**src/rtl/cdma_pkg.sv**
```systemverilog
package cdma_pkg;

  typedef enum logic [3:0] {
    ST_IDLE  = 4'd0,
    ST_SUSP  = 4'd1,
    ST_DREAD = 4'd2,
    ST_DCHK  = 4'd3,
    ST_RDREQ = 4'd4,
    ST_WRREQ = 4'd5,
    ST_READ  = 4'd6,
    ST_WRITE = 4'd7,
    ST_CLOSE = 4'd8
  } cdma_state_e;

  // control word flag positions
  localparam int unsigned CW_OWN = 31;
  localparam int unsigned CW_CES = 30;
  localparam int unsigned CW_ER  = 5;
  localparam int unsigned CW_CH  = 4;
  localparam int unsigned CW_LD  = 2;
  localparam int unsigned CW_DIC = 1;

  // status word positions
  localparam int unsigned SB_TX    = 0;
  localparam int unsigned SB_RX    = 1;
  localparam int unsigned SB_FATAL = 2;
  localparam int unsigned SB_UNAV  = 4;
  localparam int unsigned SB_CES   = 5;
  localparam int unsigned SB_NRM   = 8;
  localparam int unsigned SB_ABN   = 9;
  localparam int unsigned SB_ABORT = 10;
  localparam int unsigned SB_STATE = 13;

  typedef struct packed {
    logic tx;
    logic rx;
    logic fatal;
    logic unav;
    logic ces;
    logic abort;
  } cdma_evt_t;

endpackage

```
**src/rtl/cdma_walker.sv**
```systemverilog
module cdma_walker
  import cdma_pkg::*;
#(
  parameter int DW      = 32,
  parameter int SZ_BITS = 13
) (
  input  logic          clk,
  input  logic          rst_n,
  input  logic          srst,
  input  logic          enable,
  input  logic          start,
  input  logic          abort,
  input  logic          card_err,
  input  logic          tx_dir,
  input  logic [DW-1:0] base,
  output logic          mem_req_valid,
  input  logic          mem_req_ready,
  output logic          mem_req_we,
  output logic [DW-1:0] mem_req_addr,
  output logic [DW-1:0] mem_req_wdata,
  input  logic          mem_rsp_valid,
  input  logic [DW-1:0] mem_rsp_rdata,
  output logic          tx_valid,
  input  logic          tx_ready,
  output logic [DW-1:0] tx_data,
  input  logic          rx_valid,
  output logic          rx_ready,
  input  logic [DW-1:0] rx_data,
  output logic [3:0]    state_code,
  output cdma_evt_t     evt
);

  localparam int LENW = SZ_BITS + 1;
  localparam logic [LENW-1:0] WORD_B = LENW'(4);
  localparam logic [LENW-1:0] MAX_B  = LENW'(1) << SZ_BITS;

  cdma_state_e     state;
  logic [DW-1:0]   desc_addr, buf_addr, nxt_ptr, cfg_w, data_q;
  logic [LENW-1:0] remain;
  logic [1:0]      widx;
  logic            req_pend, data_full, ces_seen;
  logic [DW-1:0]   wb_word;

  assign wb_word    = {1'b0, cfg_w[CW_CES] | ces_seen, cfg_w[DW-3:0]};
  assign state_code = state;
  assign tx_data    = data_q;

  always_comb begin
    mem_req_valid = 1'b0;
    mem_req_we    = 1'b0;
    mem_req_addr  = desc_addr;
    mem_req_wdata = data_q;
    tx_valid      = 1'b0;
    rx_ready      = 1'b0;
    case (state)
      ST_DREAD: begin
        mem_req_valid = !req_pend;
        mem_req_addr  = desc_addr + DW'({widx, 2'b00});
      end
      ST_RDREQ: begin
        mem_req_valid = 1'b1;
        mem_req_addr  = buf_addr;
      end
      ST_READ:  tx_valid = data_full;
      ST_WRREQ: rx_ready = 1'b1;
      ST_WRITE: begin
        mem_req_valid = 1'b1;
        mem_req_we    = 1'b1;
        mem_req_addr  = buf_addr;
      end
      ST_CLOSE: begin
        mem_req_valid = 1'b1;
        mem_req_we    = 1'b1;
        mem_req_wdata = wb_word;
      end
      default: ;
    endcase
  end

  always_ff @(posedge clk or negedge rst_n) begin
    if (!rst_n) begin
      state     <= ST_IDLE;
      desc_addr <= '0;
      buf_addr  <= '0;
      nxt_ptr   <= '0;
      cfg_w     <= '0;
      data_q    <= '0;
      remain    <= '0;
      widx      <= '0;
      req_pend  <= 1'b0;
      data_full <= 1'b0;
      ces_seen  <= 1'b0;
      evt       <= '0;
    end else begin
      evt <= '0;
      if (srst || !enable) begin
        state     <= ST_IDLE;
        req_pend  <= 1'b0;
        data_full <= 1'b0;
      end else if (abort && state != ST_IDLE) begin
        state     <= ST_IDLE;
        req_pend  <= 1'b0;
        data_full <= 1'b0;
        evt.abort <= 1'b1;
      end else begin
        case (state)
          ST_IDLE: if (start) begin
            desc_addr <= base;
            widx      <= '0;
            req_pend  <= 1'b0;
            state     <= ST_DREAD;
          end
          ST_SUSP: if (start) begin
            widx     <= '0;
            req_pend <= 1'b0;
            state    <= ST_DREAD;
          end
          ST_DREAD: begin
            if (!req_pend && mem_req_ready) req_pend <= 1'b1;
            if (req_pend && mem_rsp_valid) begin
              case (widx)
                2'd0: cfg_w <= mem_rsp_rdata;
                2'd1: remain <= (mem_rsp_rdata[SZ_BITS-1:0] == '0) ? MAX_B
                              : {1'b0, mem_rsp_rdata[SZ_BITS-1:0]};
                2'd2: buf_addr <= mem_rsp_rdata;
                default: nxt_ptr <= mem_rsp_rdata;
              endcase
              req_pend <= 1'b0;
              widx     <= widx + 2'd1;
              if (widx == 2'd3) state <= ST_DCHK;
            end
          end
          ST_DCHK: begin
            ces_seen <= 1'b0;
            if (!cfg_w[CW_OWN]) begin
              evt.unav <= 1'b1;
              state    <= ST_SUSP;
            end else if (buf_addr[1:0] != 2'b00 || remain[1:0] != 2'b00) begin
              evt.fatal <= 1'b1;
              state     <= ST_IDLE;
            end else begin
              state <= tx_dir ? ST_RDREQ : ST_WRREQ;
            end
          end
          ST_RDREQ: if (mem_req_ready) begin
            req_pend <= 1'b1;
            state    <= ST_READ;
          end
          ST_READ: begin
            if (req_pend && mem_rsp_valid) begin
              data_q    <= mem_rsp_rdata;
              data_full <= 1'b1;
              req_pend  <= 1'b0;
            end
            if (data_full && tx_ready) begin
              data_full <= 1'b0;
              buf_addr  <= buf_addr + DW'(4);
              remain    <= remain - WORD_B;
              state     <= (remain == WORD_B) ? ST_CLOSE : ST_RDREQ;
            end
          end
          ST_WRREQ: if (rx_valid) begin
            data_q <= rx_data;
            state  <= ST_WRITE;
          end
          ST_WRITE: if (mem_req_ready) begin
            buf_addr <= buf_addr + DW'(4);
            remain   <= remain - WORD_B;
            state    <= (remain == WORD_B) ? ST_CLOSE : ST_WRREQ;
          end
          ST_CLOSE: if (mem_req_ready) begin
            if (!cfg_w[CW_DIC] || cfg_w[CW_LD]) begin
              if (tx_dir) evt.tx <= 1'b1;
              else        evt.rx <= 1'b1;
            end
            if (cfg_w[CW_LD]) begin
              state <= ST_IDLE;
            end else begin
              desc_addr <= cfg_w[CW_CH] ? nxt_ptr
                         : cfg_w[CW_ER] ? base : desc_addr + DW'(16);
              widx      <= '0;
              state     <= ST_DREAD;
            end
          end
          default: state <= ST_IDLE;
        endcase
        if (card_err && state != ST_IDLE) begin
          ces_seen <= 1'b1;
          evt.ces  <= 1'b1;
        end
      end
    end
  end

endmodule

```
**src/rtl/cdma_status.sv**
```systemverilog
module cdma_status
  import cdma_pkg::*;
#(
  parameter int DW = 32,
  parameter int SW = 4
) (
  input  logic          clk,
  input  logic          rst_n,
  input  logic          srst,
  input  cdma_evt_t     evt,
  input  logic [DW-1:0] w1c,
  input  logic [SW-1:0] state_code,
  output logic [DW-1:0] status,
  output logic          irq
);

  localparam logic [DW-1:0] STICKY = (DW'(1) << SB_TX) | (DW'(1) << SB_RX)
                                   | (DW'(1) << SB_FATAL) | (DW'(1) << SB_UNAV)
                                   | (DW'(1) << SB_CES) | (DW'(1) << SB_ABORT);

  logic [DW-1:0] flags_q, set_vec;

  always_comb begin
    set_vec           = '0;
    set_vec[SB_TX]    = evt.tx;
    set_vec[SB_RX]    = evt.rx;
    set_vec[SB_FATAL] = evt.fatal;
    set_vec[SB_UNAV]  = evt.unav;
    set_vec[SB_CES]   = evt.ces;
    set_vec[SB_ABORT] = evt.abort;
  end

  always_ff @(posedge clk or negedge rst_n) begin
    if (!rst_n)    flags_q <= '0;
    else if (srst) flags_q <= '0;
    else           flags_q <= ((flags_q & ~w1c) | set_vec) & STICKY;
  end

  always_comb begin
    status         = flags_q;
    status[SB_NRM] = flags_q[SB_TX] | flags_q[SB_RX];
    status[SB_ABN] = flags_q[SB_FATAL] | flags_q[SB_UNAV]
                   | flags_q[SB_CES] | flags_q[SB_ABORT];
    status[SB_STATE +: SW] = state_code;
  end

  assign irq = status[SB_NRM] | status[SB_ABN];

endmodule

```
**src/rtl/chain_dma.sv**
```systemverilog
module chain_dma
  import cdma_pkg::*;
#(
  parameter int DW      = 32,
  parameter int SZ_BITS = 13
) (
  input  logic          clk,
  input  logic          rst_n,
  input  logic          mode_en,
  input  logic          mode_srst,
  input  logic          start,
  input  logic          host_abort,
  input  logic          card_err,
  input  logic          xfer_to_card,
  input  logic [DW-1:0] desc_base,
  input  logic [DW-1:0] sts_w1c,
  output logic [DW-1:0] status,
  output logic          irq,
  output logic          mem_req_valid,
  input  logic          mem_req_ready,
  output logic          mem_req_we,
  output logic [DW-1:0] mem_req_addr,
  output logic [DW-1:0] mem_req_wdata,
  input  logic          mem_rsp_valid,
  input  logic [DW-1:0] mem_rsp_rdata,
  output logic          tx_valid,
  input  logic          tx_ready,
  output logic [DW-1:0] tx_data,
  input  logic          rx_valid,
  output logic          rx_ready,
  input  logic [DW-1:0] rx_data
);

  localparam int SW = 4;

  logic [SW-1:0] state_code;
  cdma_evt_t     evt;

  cdma_walker #(.DW(DW), .SZ_BITS(SZ_BITS)) u_walk (
    .clk(clk), .rst_n(rst_n), .srst(mode_srst), .enable(mode_en),
    .start(start), .abort(host_abort), .card_err(card_err),
    .tx_dir(xfer_to_card), .base(desc_base),
    .mem_req_valid(mem_req_valid), .mem_req_ready(mem_req_ready),
    .mem_req_we(mem_req_we), .mem_req_addr(mem_req_addr),
    .mem_req_wdata(mem_req_wdata), .mem_rsp_valid(mem_rsp_valid),
    .mem_rsp_rdata(mem_rsp_rdata),
    .tx_valid(tx_valid), .tx_ready(tx_ready), .tx_data(tx_data),
    .rx_valid(rx_valid), .rx_ready(rx_ready), .rx_data(rx_data),
    .state_code(state_code), .evt(evt)
  );

  cdma_status #(.DW(DW), .SW(SW)) u_stat (
    .clk(clk), .rst_n(rst_n), .srst(mode_srst), .evt(evt),
    .w1c(sts_w1c), .state_code(state_code), .status(status), .irq(irq)
  );

endmodule

```
**config.mk**
```make
export PLATFORM = sky130hd
export DESIGN_NAME = chain_dma
export DESIGN_NICKNAME = d
export VERILOG_FILES = /design/src/rtl/cdma_pkg.sv /design/src/rtl/cdma_walker.sv /design/src/rtl/cdma_status.sv /design/src/rtl/chain_dma.sv
export SDC_FILE = /design/constraint.sdc
export NUM_CORES = 1
export LEC_CHECK = 0
export ABC_AREA = 1
export ABC_CLOCK_PERIOD_IN_PS = 2950
export BUFFER_PORTS_ARGS = -buffer_cell sky130_fd_sc_hd__buf_2
export CAP_MARGIN = 15
export CORE_MARGIN = 2
export CORE_UTILIZATION = 56
export CTS_CLUSTER_DIAMETER = 30
export DETAILED_ROUTE_END_ITERATION = 8
export PLACE_DENSITY = 0.82
export RECOVER_POWER = 25
export SLEW_MARGIN = 20
export SYNTH_ARGS = -nofsm -noshare
export SYNTH_HDL_FRONTEND = slang
export SYNTH_HIERARCHICAL = 1
export SYNTH_SLANG_ARGS = --single-unit
```
**constraint.sdc**
```tcl
create_clock -name clk -period 2.95 [get_ports clk]
set_clock_uncertainty 0.15 [all_clocks]
set_input_delay 0.1475 -clock clk [delete_from_list [all_inputs] [get_ports clk]]
set_output_delay 0.1475 -clock clk [all_outputs]
set_load 0.05 [all_outputs]
```
==> results of run 1 <==
## cell usage after synthesis, types with 2 or more instances
cell      count
a31oi_1       6
dfrtp_1     195
clkinv_1      6
buf_2        11
a21oi_1      94
nor3_1       31
nand2_1     498
ha_1         11
nand3_1     110
or2_2         2
clkbuf_1     56
o211ai_1     49
buf_4        25
a22oi_1       9
clkbuf_2      4
o22ai_1       3
nor2_4        2
inv_2         4
nand2_2       3
nor4_1        2
buf_6         6
o31ai_1       5
o21ai_0     241
nand4_1      28
nor2_1      164
nor2_2        2
a21boi_0      2
o221ai_1     17
xor2_1       12
o21ai_1       6
nand3_2       3
inv_1       218
## critical path: stages, from the launching register on
cell and delay, ns:
dfrtp_1 0.45, inv_1 0.18, nor2_4 0.08, nand2_1 0.12, inv_1 0.08, nor2_4 0.19
nand2_1 0.09, buf_4 0.23, o21ai_1 0.37, buf_2 0.35
## worst paths after layout
kind / slack, ns / depth (start not counted) / to / start
max reg2reg: 0.16 / 10 / u_walk/tx_data[23] / u_walk/state_code[2]
min reg2reg: 0.34 / 2 / u_walk/cfg_w[28] / u_walk/cfg_w[28]
min in group asynchronous: 0.54 / 2 / u_stat/flags_q[0] / rst_n
max in group asynchronous: 0.45 / 3 / u_walk/cfg_w[2] / rst_n
min: 0.03 / 5 / u_walk/data_full / mem_rsp_valid
max: 0.07 / 9 / mem_req_addr[3] / u_walk/state_code[2]
## through the flow
step	cell area, um^2	power [uW]	utilization [%]	hold WS [ns]
2_1_floorplan	12600	5810	-	-0.298
3_3_place_gp	13900	6880	63.3	0.0340
3_5_place_dp	13900	6950	63.3	0.0370
4_1_cts	15700	9610	71.9	0.00914
5_1_grt	15800	10200	72.2	0.0434
6_report	15800	9780	72.2	0.0299
## state kept, by name (all words and copies together) (netlist names), 6 cells and up
name / cells
u_stat/flags_q: 6
u_walk/buf_addr: 32
u_walk/cfg_w: 32
u_walk/desc_addr: 32
u_walk/evt: 6
u_walk/nxt_ptr: 32
u_walk/remain: 14
u_walk/tx_data: 32
## repair_timing
item / in CTS / in global routing
pin swaps: 0 / 2
gates resized for setup: 1 / 25
hold buffers: 123 / 0
setup buffers: 0 / 4
setup endpoints to repair: 9 / 23
cloned: 0 / 1
endpoints found under the hold margin: 225 / 0
## routing by layer
metal | vias to the layer above | GRT usage, % | part of all wire (%)
met5 | - | 0 | 0.026
met4 | 2 | 19.7 | 5.7
met3 | 191 | 7.88 | 11
met2 | 1078 | 64.4 | 45
met1 | 6829 | 54.1 | 38
li1 | 6645 | - | -
## cell families (layout without fill, tap and decap cells)
logic type               after synthesis  after routing  share of synthesized area, %
AO/OA/AOI/OAI                        436            436                          19.5
XOR/XNOR                              13             13                         0.911
adder cells (fa/ha/maj)               12             12                          1.26
buffers and inverters                331            650                          11.2
flip-flops                           195            195                          39.0
multiplexers                           1              1                        0.0801
other                                  1             21                        0.0300
AND/OR/NAND/NOR                      848            848                          28.0
## report_power, final
group,internal (uW),switching [uW]
sequential,3120,651
clock,1270,1270
combinational,1020,2450
## cell type report
| cell class | count | area share (%) |
|---|---|---|
| multi-input combinational | 1330 | 40.1 |
| sequential | 195 | 30.9 |
| clock inverter | 15 | 1.37 |
| clock buffer | 17 | 2.69 |
| tap | 280 | 2.22 |
| inverter | 228 | 5.44 |
| antenna | 1 | 0.0158 |
| timing repair buffer | 390 | 17.3 |
==> out/qor.csv, run 1 <==
metric,value,unit
synth_edf_count,0,
finalHoldViolCount,0,
first_pass_iters,7,
cts_buffer_depth,2,
min_period,2.88,ns
layout-drive-gt1-share,15.2,%
design.die.area,23500,um^2
clock_sinks,195,
drtIter0Drc,1961,
finalSetupTns,0,ns
synthFlopType,dfrtp_1,
initial_core_util,57.1,%
setup_ws,0.0663,ns
groute.usage.overall,40.7,%
cts_tree,built,
final_common_cell,nand2_1,
status,"finished, violations left",
hold_path.class,in2reg,
yosysSeqAreaShare,39.0,%
wl_per_cell,20.0,um
place_hpwl,33600,um
routed_wl,49200,um
grt_pass1_vias,13700,
clkLatencyLatePin,0.45,ns
async_flop_share,100,%
synth_cells,1837,
vias,14700,
endpoint_kind,output port,
ys_ff_latch,195,
syn_area_per_cell,6.81,um^2
nets,2314,
synthDistinctLibCells,44,
syn_area,12500,um^2
grt_max_degree,70,
violations,"capacitance limit, slew limit",
layout_common_cells,"498 x nand2_1, 239 x o21ai_0, 218 x buf_2, 218 x inv_1, 192 x dfrtp_1",
viasPerCell,6.00,
drc,0,
multi_input_area,6340,um^2
routabilityCongestion,0.956,
drv_cap,1,
overflow,0,
maxSlewHeadroom,-17.1,%
seq_area,4880,um^2
drtAntennaViolNets,0,
h-tree-depth,4,
p_leak,0.00761,uW
finalSetupViolCount,0,
path_clk_slew,0.08,ns
core,21900,um^2
final_cells,2456,
cp-start-kind,flip-flop,
power.density,619,nW/um^2
yosys-top-cells-area,"dfrtp_1 39%, nand2_1 15%, o21ai_0 9.6%, inv_1 6.5%, nor2_1 4.9%",
worstPathRequired,2.65,ns
max_clock_freq,347,MHz
die_x,153,um
ir_worst_vdd,0.414,mV
post-place-ws,0.370,ns
io_buffers,226,
cp_max_fo,21,
slew_viol_final,70,
nFillCells,1784,
core.rowCount,54,
io_pins,273,
synth_top_area_cell,dfrtp_1,
area_growth,26.4,%
fin_crit_sh,97.8,%
crit_type,reg2out,
place_inst,2295,
worstMarginPinSlew,1.76,ns
grt_pass1_wl,75100,um
fp.dieH,153,um
synth.top_cell.area_share,39.0,%
cp.arrival,2.59,ns
cts_buffers,17,
ys_warn_count,6,
root_buffer,clkbuf_16,
antenna_found_initial,2,
(Power assumes the default switching activity.)
==> run 2, diff against run 1 <==
--- a/config.mk
+++ b/config.mk
@@ -14,7 +14,7 @@
 export CTS_CLUSTER_DIAMETER = 30
 export DETAILED_ROUTE_END_ITERATION = 8
 export PLACE_DENSITY = 0.82
-export RECOVER_POWER = 25
+export RECOVER_POWER = 50
 export SLEW_MARGIN = 20
 export SYNTH_ARGS = -nofsm -noshare
 export SYNTH_HDL_FRONTEND = slang
==> run 2 against run 1 <==
Compared with the run above: the run still ends with capacitance limit, slew limit left; combinational power is essentially flat; global-route usage unchanged; maximum frequency is 0.14% lower; worst hold slack worse by 0.0069 ns; die area unchanged; routed wire length about the same; design area decreased by 0.37%; critical path depth fell by 1; sequential share of layout area grew 0.12 points.
==> out/qor.csv, run 2 (synthesized netlist as in run 1, its figures left out) <==
metric,value,unit,change
drc,0,,unchanged
endpoint_kind,output port,,unchanged
vias,14700,,about the same
hold_path.class,in2reg,,unchanged
routabilityCongestion,0.956,,unchanged
h-tree-depth,4,,unchanged
place_hpwl,33600,um,unchanged
setup_ws,0.0622,ns,was 0.0663 ns
drv_cap,1,,unchanged
antenna_found_initial,2,,unchanged
grt_pass1_vias,13700,,unchanged
power.density,621,nW/um^2,was 619 nW/um^2
cts_buffers,17,,unchanged
cts_buffer_depth,2,,unchanged
layout-drive-gt1-share,13.1,%,was 15.2%
violations,"capacitance limit, slew limit",,unchanged
viasPerCell,5.98,,was 6.00
drtIter0Drc,1906,,"was 1,961"
fp.dieH,153,um,unchanged
core.rowCount,54,,unchanged
power.total,9780,uW,about the same
cp_max_fo,9,,was 21
design.die.area,23500,um^2,unchanged
crit_type,reg2out,,unchanged
nets,2314,,unchanged
final_util,72.0,%,was 72.2%
first_pass_iters,7,,unchanged
seq_area,4880,um^2,unchanged
wl_per_cell,20.0,um,about the same
post-place-ws,0.370,ns,unchanged
io_buffers,226,,unchanged
groute.usage.overall,40.7,%,unchanged
area_growth,26.0,%,was 26.4%
die_x,153,um,unchanged
clock_sinks,195,,unchanged
io_pins,273,,unchanged
min_period,2.89,ns,was 2.88 ns
worstMarginPinSlew,1.77,ns,was 1.76 ns
slew_viol_final,70,,unchanged
path_clk_slew,0.08,ns,about the same
finalHoldViolCount,0,,unchanged
multi_input_area,6330,um^2,was 6340 um^2
nFillCells,1819,,"was 1,784"
max_clock_freq,346,MHz,was 347 MHz
cp-start-kind,flip-flop,,unchanged
cp.arrival,2.59,ns,about the same
initial_core_util,57.1,%,unchanged
core,21900,um^2,unchanged
p_leak,0.00752,uW,was 0.00761 uW
finalSetupViolCount,0,,unchanged
ir_worst_vdd,0.416,mV,was 0.414 mV
root_buffer,clkbuf_16,,unchanged
drtAntennaViolNets,0,,unchanged
cts_tree,built,,unchanged
status,"finished, violations left",,unchanged
grt_max_degree,70,,unchanged
worstPathRequired,2.65,ns,about the same
maxSlewHeadroom,-17.8,%,was -17.1%
grt_pass1_wl,75100,um,unchanged
fin_crit_sh,97.9,%,was 97.8%
routed_wl,49200,um,about the same
clkLatencyLatePin,0.45,ns,about the same
overflow,0,,unchanged
layout_common_cells,"499 x nand2_1, 239 x o21ai_0, 218 x inv_1",,"was 498 x nand2_1, 239 x o21ai_0, 218 x buf_2, 218 x inv_1, 192 x dfrtp_1"
final_common_cell,nand2_1,,unchanged
run 2: cell types whose count changed in the layout (fill, tap and decap cells not counted), sizes merged:
cell,change
clkbuf,+46
buf,-46
diode,+1
run 2: stage by stage:
stage	hold WS (ns)	setup TNS (ns)	cell area, um^2	instances
2_1_floorplan	-0.298	0	12600	1856
5_1_grt	0.0434	-0.0494	15700	2455
3_3_place_gp	0.0340	0	13900	2295
6_report	0.0230	0	15800	2457
4_1_cts	0.00914	0	15700	2450
3_5_place_dp	0.0370	0	13900	2295
run 2: routing by layer:
layer  track usage [%]  routed length [um]
met1              54.1               18500
met2              64.4               22300
met3              7.88                5670
met4              19.7                2700
met5                 0                  13
run 2: worst paths after layout:
check	start	endpoint	slack [ns]	depth (start not counted)
min	mem_rsp_valid	u_walk/data_full	0.02	5
min in group asynchronous	rst_n	u_stat/flags_q[0]	0.54	2
max reg2reg	u_walk/state_code[3]	u_walk/tx_data[23]	0.15	9
max in group asynchronous	rst_n	u_walk/nxt_ptr[2]	0.44	3
max	u_walk/widx[1]	mem_req_addr[15]	0.06	8
min reg2reg	u_walk/cfg_w[28]	u_walk/cfg_w[28]	0.34	2
run 2: layout make-up:
cell class,count,area share [%]
multi-input cells,1330,40.2
flip-flops and latches,195,31.0
repair buffers,390,17.0
inverters,228,5.46
clock buffers,17,2.70
well taps,280,2.22
clock inverters,15,1.37
diodes,2,0.0318
run 2: what timing repair did:
item | CTS | global route
pin swaps | 0 | 2
hold buffers | 123 | 0
setup endpoints to repair | 9 | 23
setup buffers | 0 | 4
hold endpoints to repair | 225 | 0
gates resized for setup | 1 | 25
cloned | 0 | 1
run 2: power breakdown:
part / switching, uW / leakage [uW] / internal (uW)
Clock: 1270 / 0.000314 / 1270
Sequential: 650 / 0.00238 / 3120
Combinational: 2450 / 0.00482 / 1020
run 2: critical path, stage by stage (launching register included):
cell and delay [ns]:
dfrtp_1 0.51, ha_1 0.33, a21oi_1 0.08, inv_2 0.15, nand2_1 0.11, nor2_1 0.23
nor2_1 0.09, o31ai_2 0.34, clkbuf_4 0.31
